==> src/rtl/lvl_arb_pkg.sv <==
package lvl_arb_pkg;
    localparam int LVL_W = 3;
    typedef logic [LVL_W-1:0] lvl_t;
    typedef enum logic [0:0] {
        ST_IDLE    = 1'b0,
        ST_PRESENT = 1'b1
    } arb_state_e;
endpackage

==> src/rtl/lvl_arb_regs.sv <==
module lvl_arb_regs
    import lvl_arb_pkg::*;
#(
    parameter int N     = 8,
    parameter int IDX_W = 3
) (
    input  logic                    clk,
    input  logic                    rst_n,
    input  logic                    wr_en_i,
    input  logic [IDX_W-1:0]        wr_addr_i,
    input  lvl_t                    wr_lvl_i,
    output logic [N-1:0][LVL_W-1:0] lvl_o
);
    for (genvar g = 0; g < N; g++) begin : g_src
        logic sel;
        assign sel = wr_en_i && (int'(wr_addr_i) == g);
        always_ff @(posedge clk or negedge rst_n) begin
            if (!rst_n) begin
                lvl_o[g] <= '0;
            end else if (sel) begin
                lvl_o[g] <= wr_lvl_i;
            end
        end
    end
endmodule

==> src/rtl/lvl_arb_mask.sv <==
module lvl_arb_mask #(
    parameter int N = 8
) (
    input  logic         clk,
    input  logic         rst_n,
    input  logic [N-1:0] line_i,
    input  logic [N-1:0] take_i,
    output logic [N-1:0] mask_o
);
    for (genvar g = 0; g < N; g++) begin : g_bit
        always_ff @(posedge clk or negedge rst_n) begin
            if (!rst_n) begin
                mask_o[g] <= 1'b0;
            end else if (take_i[g]) begin
                mask_o[g] <= 1'b1;
            end else if (!line_i[g]) begin
                mask_o[g] <= 1'b0;
            end
        end
    end
endmodule

==> src/rtl/lvl_arb_pick.sv <==
module lvl_arb_pick
    import lvl_arb_pkg::*;
#(
    parameter int N     = 8,
    parameter int IDX_W = 3
) (
    input  logic [N-1:0]            elig_i,
    input  logic [N-1:0][LVL_W-1:0] lvl_i,
    output logic                    found_o,
    output logic [IDX_W-1:0]        idx_o,
    output lvl_t                    lvl_o
);
    always_comb begin
        found_o = 1'b0;
        idx_o   = '0;
        lvl_o   = '0;
        for (int i = 0; i < N; i++) begin
            if (elig_i[i] && (lvl_i[i] > lvl_o)) begin
                found_o = 1'b1;
                idx_o   = IDX_W'(i);
                lvl_o   = lvl_i[i];
            end
        end
    end
endmodule

==> src/rtl/lvl_arb_top.sv <==
module lvl_arb_top
    import lvl_arb_pkg::*;
#(
    parameter int N        = 8,
    parameter int VEC_BASE = 4,
    parameter int VEC_W    = 5,
    localparam int IDX_W   = (N > 1) ? $clog2(N) : 1
) (
    input  logic             clk,
    input  logic             rst_n,
    input  logic [N-1:0]     flag_i,
    input  logic [N-1:0]     en_i,
    input  logic             ack_i,
    input  logic             wr_en_i,
    input  logic [IDX_W-1:0] wr_addr_i,
    input  logic [2:0]       wr_lvl_i,
    output logic             irq_o,
    output logic [2:0]       irq_lvl_o,
    output logic [VEC_W-1:0] irq_vec_o
);
    arb_state_e              state_q, state_d;
    logic [N-1:0][LVL_W-1:0] lvl_tab;
    logic [N-1:0]            line, mask, take, elig;
    logic [IDX_W-1:0]        cur_idx_q, win_idx;
    lvl_t                    win_lvl;
    logic                    found, ack_take;

    assign line     = flag_i & en_i;
    assign ack_take = ack_i && (state_q == ST_PRESENT);

    for (genvar g = 0; g < N; g++) begin : g_take
        assign take[g] = ack_take && (int'(cur_idx_q) == g);
    end

    assign elig = line & ~mask & ~take;

    lvl_arb_regs #(.N(N), .IDX_W(IDX_W)) u_regs (
        .clk(clk), .rst_n(rst_n), .wr_en_i(wr_en_i),
        .wr_addr_i(wr_addr_i), .wr_lvl_i(wr_lvl_i), .lvl_o(lvl_tab)
    );

    lvl_arb_mask #(.N(N)) u_mask (
        .clk(clk), .rst_n(rst_n), .line_i(line), .take_i(take), .mask_o(mask)
    );

    lvl_arb_pick #(.N(N), .IDX_W(IDX_W)) u_pick (
        .elig_i(elig), .lvl_i(lvl_tab), .found_o(found),
        .idx_o(win_idx), .lvl_o(win_lvl)
    );

    always_comb begin
        state_d = state_q;
        unique case (state_q)
            ST_IDLE:    state_d = found ? ST_PRESENT : ST_IDLE;
            ST_PRESENT: state_d = found ? ST_PRESENT : ST_IDLE;
            default:    state_d = ST_IDLE;
        endcase
    end

    always_ff @(posedge clk or negedge rst_n) begin
        if (!rst_n) begin
            state_q <= ST_IDLE;
        end else begin
            state_q <= state_d;
        end
    end

    always_ff @(posedge clk or negedge rst_n) begin
        if (!rst_n) begin
            irq_o     <= 1'b0;
            irq_lvl_o <= '0;
            irq_vec_o <= '0;
            cur_idx_q <= '0;
        end else begin
            unique case (state_d)
                ST_PRESENT: begin
                    irq_o     <= 1'b1;
                    irq_lvl_o <= win_lvl;
                    irq_vec_o <= VEC_W'(VEC_BASE) + VEC_W'(win_idx);
                    cur_idx_q <= win_idx;
                end
                default: begin
                    irq_o     <= 1'b0;
                    irq_lvl_o <= '0;
                    irq_vec_o <= '0;
                    cur_idx_q <= '0;
                end
            endcase
        end
    end
endmodule

==> config.mk <==
export PLATFORM = sky130hd
export DESIGN_NAME = lvl_arb_top
export DESIGN_NICKNAME = d
export VERILOG_FILES = /design/src/rtl/lvl_arb_pkg.sv /design/src/rtl/lvl_arb_regs.sv /design/src/rtl/lvl_arb_mask.sv /design/src/rtl/lvl_arb_pick.sv /design/src/rtl/lvl_arb_top.sv
export SDC_FILE = /design/constraint.sdc
export NUM_CORES = 1
export LEC_CHECK = 0
export BUFFER_PORTS_ARGS = -buffer_cell sky130_fd_sc_hd__buf_4
export CAP_MARGIN = 15
export CORE_MARGIN = 4
export CORE_UTILIZATION = 45
export DETAILED_ROUTE_END_ITERATION = 8
export HOLD_SLACK_MARGIN = 0.1
export PLACE_DENSITY = 0.64
export REMOVE_ABC_BUFFERS = 1
export SLEW_MARGIN = 20
export SYNTH_ARGS = -nofsm -noshare
export SYNTH_HDL_FRONTEND = slang
export SYNTH_SLANG_ARGS = --single-unit
==> constraint.sdc <==
create_clock -name clk -period 9.88 [get_ports clk]
set_input_delay 1.976 -clock clk [delete_from_list [all_inputs] [get_ports clk]]
set_output_delay 1.976 -clock clk [all_outputs]
set_load 0.05 [all_outputs]
### Word level (Yosys, flattened, before mapping)

Cells that the tools add are included.

* add/sub/neg operators: 1
* multipliers: 0
* divide/modulo/power cells: 0
* order comparisons: 8
* eq/ne operators: 22
* shift-type cells: 0
* muxes and demuxes: 44
* bitwise logic cells: 5
* reductions and logical operators: 27

Operator list (number)
* two-way mux 3 bit: 14
* two-way mux 1 bit: 27
* logical AND 1 bit: 25
* bitwise AND 8 bit: 3
* equality test 3 bit (second input constant): 8
* greater-than comparator 3 bit: 7
* inequality test 2 x 1 -> 1 bit (second input constant): 8
* inverter 8 bit: 2
* equality test 3 x 2 -> 1 bit (second input constant): 4
* equality test 3 x 1 -> 1 bit (second input constant): 2
* zero test 3 bit: 2
* adder 3 x 3 -> 4 bit (first input constant): 1
* two-way mux 2 bit: 2
* two-way mux 4 bit: 1
* greater-than comparator 3 x 1 -> 1 bit (second input constant): 1

* register bits: 45
* latch bits: 0
* RAM bits: 0
* ROM bits: 0
* input bits: 26
* memories: 0

### Longest topological paths before layout

Gate-level depths: netlist of run 1.

* word-level depth: 29
* depth in mapped cells: 53
* gate-level depth less buffers: 53

### Modules after synthesis

Synthesis of run 1 repeated with hierarchy kept, for this count alone.

* cell total of the unflattened synthesis: 296
* area total of the unflattened synthesis: 2841.5 µm²

By module, submodules not included
* lvl_arb_pick: instances 1, cells an instance 163, area an instance 1069.8 µm², seq. area each 0.0 µm²
* lvl_arb_regs: instances 1, cells an instance 56, area an instance 1009.7 µm², seq. area each 600.6 µm²
* lvl_arb_top: instances 1, cells an instance 61, area an instance 501.7 µm², seq. area each 200.2 µm²
* lvl_arb_mask: instances 1, cells an instance 16, area an instance 260.2 µm², seq. area each 200.2 µm²

### Worst setup path after synthesis of run 1

OpenSTA, ideal clock, no wires.

* path kind: input -> register
* from: input ack_i
* to: register irq_lvl_o[0]
* data arrival time: 11.393 ns
* setup slack: -1.641 ns
* stages: 47
* buffers on the path: 0
* path through: and3b_1 > a2111oi_4 > inv_1 > ha_1 > a311oi_2 > nand2_1 > a31oi_1 > ha_1 > o211a_1 > and3_1 > or4_4 > nand2_1 > inv_1 > nor2_1 > a21oi_1 > ha_1 > nor2_1 > nor2_1 > [... 11 more ...] > ha_1 > nor2_1 > a2111oi_2 > nor2_1 > mux2i_1 > inv_1 > ha_1 > nand3_1 > nand4b_1 > nor3_1 > mux2i_1 > ha_1 > nand3_1 > nand4b_1 > nor3_1 > nor2_1 > o21ai_0 > o21ai_1

* cells in the longest elaborated chain, start to end: 29
* elaborated cells on any way between the ends: 44
* classes of those cells: 7 x order compare; 18 x mux; 2 x bitwise; 17 x reduce/logical

RTL lines
* from (decl): line lvl_arb_top.sv:13 `input logic ack_i,`
* logical AND 1 bit (*): line lvl_arb_top.sv:29 `assign ack_take = ack_i && (state_q == ST_PRESENT);`
* logical AND 1 bit: line lvl_arb_top.sv:32 `assign take[g] = ack_take && (int'(cur_idx_q) == g);`
* inverter 8 bit (*): line lvl_arb_top.sv:35 `assign elig = line & ~mask & ~take;`
* bitwise AND 8 bit (*): line lvl_arb_top.sv:35
* logical AND 1 bit: line lvl_arb_pick.sv:18 `if (elig_i[i] && (lvl_i[i] > lvl_o)) begin`
* two-way mux 3 bit: line lvl_arb_pick.sv:18
* greater-than comparator 3 bit: line lvl_arb_pick.sv:18
* logical AND 1 bit: line lvl_arb_pick.sv:18
* [... 13 more ...]
* greater-than comparator 3 bit: line lvl_arb_pick.sv:18
* logical AND 1 bit: line lvl_arb_pick.sv:18
* two-way mux 3 bit: line lvl_arb_pick.sv:18
* greater-than comparator 3 bit: line lvl_arb_pick.sv:18
* logical AND 1 bit: line lvl_arb_pick.sv:18
* two-way mux 1 bit: line lvl_arb_pick.sv:18
* two-way mux 1 bit: line lvl_arb_top.sv:54, lvl_arb_top.sv:55
* two-way mux 3 bit (*): line lvl_arb_top.sv:75 `unique case (state_d)`
* to (signal assigned): line lvl_arb_top.sv:78 `irq_lvl_o <= win_lvl;`
* to (decl): line lvl_arb_top.sv:18 `output logic [2:0] irq_lvl_o,`

Mark *: on every way between the ends. The rest lies on a longest branch, timed or not.
A chain may end at the register's enable or synchronous reset.

### Worst setup path after layout of run 1

Same ends and word-level chain as after synthesis.

==> results of run 1 <==
-- worst register-to-register path, delay by kind of cell, from the launching register on --
family	cells	cell delay (ns)
mux	3	0.92
flops	1	0.38
fa+ha+maj	7	1.88
simple gates	23	2.84
compound gates	13	2.63
buf+inv	8	0.99
-- cell usage in the layout (no fill, tap or decap), drive strengths merged, types with 8 or more instances in the layout --
| cell | count |
|---|---|
| buf | 119 |
| dfrtp | 40 |
| nand2 | 23 |
| mux2 | 21 |
| inv | 19 |
| o21ai | 19 |
| nor2 | 18 |
| ha | 14 |
| nor3 | 10 |
| a21oi | 9 |
| nand3 | 8 |
-- what timing repair did --
item / in CTS / in global routing
pin swaps: 38 / 41
setup buffers: 33 / 13
setup endpoints to repair: 8 / 8
gates cloned: 0 / 0
resized for setup: 43 / 35
-- area by class of cell --
class | count | area (um2)
flip-flops and latches | 40 | 1000
clock inverters | 2 | 12.5
repair buffers | 119 | 905
multi-input cells | 205 | 1910
inverters | 19 | 73.8
clock buffers | 5 | 68.8
fillers | 375 | 1480
well taps | 72 | 90.1
-- metal layers --
layer / track usage / vias to the layer above / part of all wire
met1: 0.277 / 1320 / 0.40
met5: 0 / - / 0
li1: - / 1236 / -
met3: 0.0424 / 24 / 0.058
met4: 0.0409 / 0 / 0.028
met2: 0.390 / 107 / 0.51
-- cells by family (layout without fill, tap and decap cells) --
logic type      Yosys count  in the layout  synth area share
compound gates           68             68             0.203
fa+ha+maj                14             14            0.0673
xor+xnor                  2              2           0.00674
simple gates             94             94             0.195
flops                    40             40             0.385
mux                      26             26             0.110
other cells               1              1           0.00144
buf+inv                  21            145            0.0317
-- how the worst max path moves through the flow --
stage | start | endpoint | slack, ns | depth (start not counted)
after floorplan | ack_i | irq_lvl_o[0]$_DFF_PN0_ | -1.64 | 47
after global placement | ack_i | irq_o$_DFF_PN0_ | -1.58 | 51
after detailed placement | ack_i | irq_o$_DFF_PN0_ | -1.72 | 50
after CTS | ack_i | irq_o$_DFF_PN0_ | -0.85 | 50
after global routing | ack_i | irq_lvl_o[0]$_DFF_PN0_ | -1.56 | 55
final | ack_i | irq_lvl_o[0]$_DFF_PN0_ | -1.27 | 55
-- sequential cells by signal (all words and copies together), names as in the netlist --
signal and count:
u_regs.lvl_o 24, u_mask.mask_o 8, irq_lvl_o 3, cur_idx_q 2, irq_vec_o 2, irq_o 1
-- report_power, final --
group | switching [W] | leakage [nW] | internal (W) | total [W]
Clock | 0.0000607 | 0.0400 | 0.0000479 | 0.000109
Sequential | 0.0000414 | 0.499 | 0.000206 | 0.000247
Combinational | 0.000361 | 1.30 | 0.000380 | 0.000741
-- per-stage QoR --
stage / TNS, ns / instances / hold slack, ns / worst slack, ns / util
5_1_grt: -11.67 / 462 / 0.538 / -1.56 / 0.734
4_1_cts: -6.00 / 450 / 0.532 / -0.846 / 0.684
6_report: -9.25 / 462 / 0.528 / -1.27 / 0.734
2_1_floorplan: -12.19 / 264 / 0.472 / -1.64 / -
3_3_place_gp: -11.49 / 410 / 0.499 / -1.58 / 0.584
3_5_place_dp: -12.85 / 410 / 0.502 / -1.72 / 0.584
==> impl_metrics.ini, run 1 <==
[run_status]
status = finished, violations left
violations = negative setup slack

[global_route]
grt_max_degree = 41
grt.overflow.total = 0
grt_pass1_vias = 2607
grt_pass1_wl_mm = 12.5
antenna_found_initial = 0
grt_use_total = 0.220

[floorplanning]
rows = 27
die_y_um = 84.0
dieArea_mm2 = 0.00706
fp.coreArea_mm2 = 0.00554
io_pins = 35
fp.dieW_um = 84.0
initial_utilization = 0.470

[synthesis]
ys.flop_type = dfrtp_1
syn_area_per_cell_um2 = 9.78
synth_top_area_cell = dfrtp_1
synth_edf_count = 0
syn_inst = 266
synth-seq-cells = 40
synth_top_area_frac = 0.385
yosys_warnings = 0
async_reset_ff_frac = 1.00
syn_area_mm2 = 0.00260
synthTopCellsByArea = dfrtp_1, mux2_2, ha_1
synth-seq-area-share = 0.385
yosysUniqueCellTypes = 59
synth_common_cells = dfrtp_1, nand2_1, mux2_2
synth_most_common_cell = dfrtp_1

[timing]
fin_crit_ns = 11.15
fmax_mhz = 89.7
slew_violations = 0
hold_violations = 0
rsz0062_at_grt = yes
relSlewSlack = 0.454
setup_violations = 8
finalCritPeriodShare = 1.13
tightest_slew_ns = 0.813
finClkSkew_ns = 0.00320
finalWorstSetupSlack_ns = -1.27

[critical_path]
r2r_end = irq_lvl_o[0]$_DFF_PN0_
cp-start-kind = input pin
crit_type = in2reg
critPathBufInv = 9
required_ns = 10.06
slowest_stage = or4_4
critPathMaxStageDelay_ns = 0.50
crit_path_max_fanout = 5
end_kind = register
cpLargestDelayFamily = simple AND/OR/NAND/NOR gates
ff2ff_path_depth = 54
rrSetupSlack_ns = 0.09
worstPathArrival_ns = 11.34
rr_startpoint = irq_o$_DFF_PN0_

[hold_path]
hp-class = reg2reg
min_to = u_mask.mask_o[5]$_DFFE_PN0P_
hold_depth = 1
hp-start = u_mask.mask_o[5]$_DFFE_PN0P_

[place]
gp_congestion = 0.859
placement.cell_area_mm2 = 0.00324
portBuffers = 33
dpl.hpwl_mm = 5.09

[clock_network]
clk_path_buf_depth = 2
clk_pin_slew_ns = 0.08
clock-root-buffer = clkbuf_8
clkLatencyLatePin_ns = 0.30
holdBufCountCts = 0
clock-sinks = 40
cts_tree = yes
cts_htree_levels = 2
cts_made_buffers = 5

[power_and_ir_drop]
peakVddDrop_v = 0.000162
p_per_area_mw_per_mm2 = 270
power_leakage_nw = 1.84
fin_total_pwr_w = 0.00110

[drt]
ant_nets = 0
firstDrtPassIters = 4
viasPerCell = 5.82
vias = 2687
wirelength_mm = 8.71
drt_iter0_markers = 133
drc = 0
wl_per_cell_um = 18.8

[flow_run]
max_cap_viol_count = 0

[final_layout]
area_growth_pct = 56.3
drive_gt1_frac = 0.559
final_area_mm2 = 0.00407
final_nets = 430
antenna_cells = 0
Note: power is estimated with default switching activity, not from simulation.
==> run 2: changes to the inputs <==
--- a/config.mk
+++ b/config.mk
@@ -7,11 +7,10 @@
 export LEC_CHECK = 0
 export BUFFER_PORTS_ARGS = -buffer_cell sky130_fd_sc_hd__buf_4
 export CAP_MARGIN = 15
-export CORE_MARGIN = 4
-export CORE_UTILIZATION = 45
+export CORE_UTILIZATION = 52
 export DETAILED_ROUTE_END_ITERATION = 8
 export HOLD_SLACK_MARGIN = 0.1
-export PLACE_DENSITY = 0.64
+export PLACE_DENSITY = 0.73
 export REMOVE_ABC_BUFFERS = 1
 export SLEW_MARGIN = 20
 export SYNTH_ARGS = -nofsm -noshare
==> impl_metrics.ini, run 2 (synthesis results as in run 1) <==
[critical_path]
critPathBufInv = 7
crit_cells = 53
cpLargestDelayFamily = compound AO/OA/AOI/OAI gates
slowest_stage = a2111oi_4
critPathMostFrequentCell = ha_4
worstPathArrival_ns = 11.74
rr_startpoint = irq_o$_DFF_PN0_
cp-start-kind = input pin
crit_type = in2reg
endpoint = irq_lvl_o[0]$_DFF_PN0_
ff2ff_path_depth = 52
rrSetupSlack_ns = -0.34
required_ns = 10.06
critical_path.startpoint = ack_i
r2r_end = irq_lvl_o[0]$_DFF_PN0_
critPathMaxStageDelay_ns = 0.40
crit_path_max_fanout = 5
end_kind = register

[floorplanning]
fp.coreArea_mm2 = 0.00475
rows = 25
io_pins = 35
fp.dieW_um = 72.7
dieArea_mm2 = 0.00529
die_y_um = 72.7
initial_utilization = 0.547

[timing]
whs_ns = 0.538
tightest_slew_ns = 0.939
finalWorstSetupSlack_ns = -1.68
slew_violations = 0
hold_violations = 0
fin_crit_ns = 11.56
finalCritPeriodShare = 1.17
relSlewSlack = 0.369
rsz0062_at_grt = yes
finClkSkew_ns = 0.00656
fmax_mhz = 86.5
setup_violations = 8

[final_layout]
drive_gt1_frac = 0.579
reg.largest.list = u_regs.lvl_o: 24 flops, u_mask.mask_o: 8 flops, irq_lvl_o: 3 flops
final_area_mm2 = 0.00416
final_cell_mix = buf_4, dfrtp_1, nand2_1, mux2_2, inv_1
regMostFlops = u_regs.lvl_o
antenna_cells = 0
largest_reg_flops = 24
area_growth_pct = 60.1
final_common_cell = buf_4
final_nets = 443

[clock_network]
clock-sinks = 40
clock-root-buffer = clkbuf_8
clk_pin_slew_ns = 0.08
clkLatencyLatePin_ns = 0.30
cts_made_buffers = 5
cts_htree_levels = 2
cts_tree = yes
clk_path_buf_depth = 2

[global_route]
antenna_found_initial = 0
use_met3 = 0.0718
grt_pass1_wl_mm = 13.8
grt_use_total = 0.353
grt_max_degree = 41
gr-usage-met1 = 0.427
grt_use_met2 = 0.583
grt.overflow.total = 0
top_usage_layer = met2
grt_pass1_vias = 2785

[run_status]
violations = negative setup slack
status = finished, violations left

[drt]
wl_per_cell_um = 22.3
drc = 0
firstDrtPassIters = 5
viasPerCell = 6.38
drt_iter0_markers = 227
ant_nets = 0
wirelength_mm = 10.5
vias = 3006

[place]
gp_congestion = 0.839
placement.cell_area_mm2 = 0.00321
portBuffers = 33
dpl.hpwl_mm = 4.78
pre_cts_slack_ns = -1.73

[power_and_ir_drop]
peakVddDrop_v = 0.000174
power_leakage_nw = 1.92
p_per_area_mw_per_mm2 = 277

[flow_run]
max_cap_viol_count = 0

[hold_path]
hp-class = reg2reg
run 2: changes by cell type in the layout (fill, tap and decap cells not counted), moves of 2 or more:
| cell | delta |
|---|---|
| buf_4 | +12 |
| nor2_1 | -2 |
| ha_1 | +2 |
| nor2_2 | +2 |
run 2: power breakdown:
part,leakage [nW],internal [W],switching (W),total [W]
logic,1.37,0.000389,0.000396,0.000786
clock network,0.0445,0.0000568,0.0000599,0.000117
registers,0.499,0.000206,0.0000454,0.000251
run 2: through the flow:
stage / instances / utilization / setup TNS [ns] / power, W
final: 471 / 0.876 / -12.21 / 0.00115
after global routing: 471 / 0.876 / -13.90 / 0.00119
after CTS: 456 / 0.815 / -6.13 / 0.000969
after detailed placement: 402 / 0.674 / -12.90 / 0.000696
after global placement: 402 / 0.674 / -11.78 / 0.000684
after floorplan: 264 / - / -12.19 / 0.000528
run 2: metal layers:
metal / vias to the layer above / wire length, um
met5: - / 0
met3: 65 / 866
met2: 211 / 5100
met1: 1471 / 3920
met4: 0 / 637
li1: 1259 / -
run 2: how the worst min path moves through the flow:
stage	startpoint	to	slack, ns	cells past startpoint
final	u_mask.mask_o[5]$_DFFE_PN0P_	u_mask.mask_o[5]$_DFFE_PN0P_	0.54	1
after floorplan	u_regs.lvl_o[23]$_DFFE_PN0P_	irq_lvl_o[2]$_DFF_PN0_	0.47	2
after CTS	u_mask.mask_o[2]$_DFFE_PN0P_	u_mask.mask_o[2]$_DFFE_PN0P_	0.53	2
after global placement	u_mask.mask_o[2]$_DFFE_PN0P_	u_mask.mask_o[2]$_DFFE_PN0P_	0.50	2
after global routing	u_mask.mask_o[3]$_DFFE_PN0P_	u_mask.mask_o[3]$_DFFE_PN0P_	0.56	1
after detailed placement	u_mask.mask_o[2]$_DFFE_PN0P_	u_mask.mask_o[2]$_DFFE_PN0P_	0.51	2
run 2: final cells by class:
| cell class | count | area, um2 |
|---|---|---|
| clock buffers | 7 | 86.3 |
| clock inverters | 1 | 7.51 |
| fillers | 218 | 591 |
| inverters | 19 | 73.8 |
| multi-input cells | 205 | 1910 |
| flip-flops and latches | 40 | 1000 |
| well taps | 67 | 83.8 |
| repair buffers | 132 | 1010 |
run 2: what timing repair did:
item / 4_1_cts / 5_1_grt
hold endpoints to repair: 0 / 0
pin swaps: 36 / 37
setup endpoints to repair: 8 / 8
setup buffers: 47 / 16
gates resized for setup: 43 / 38
hold buffers: 0 / 0
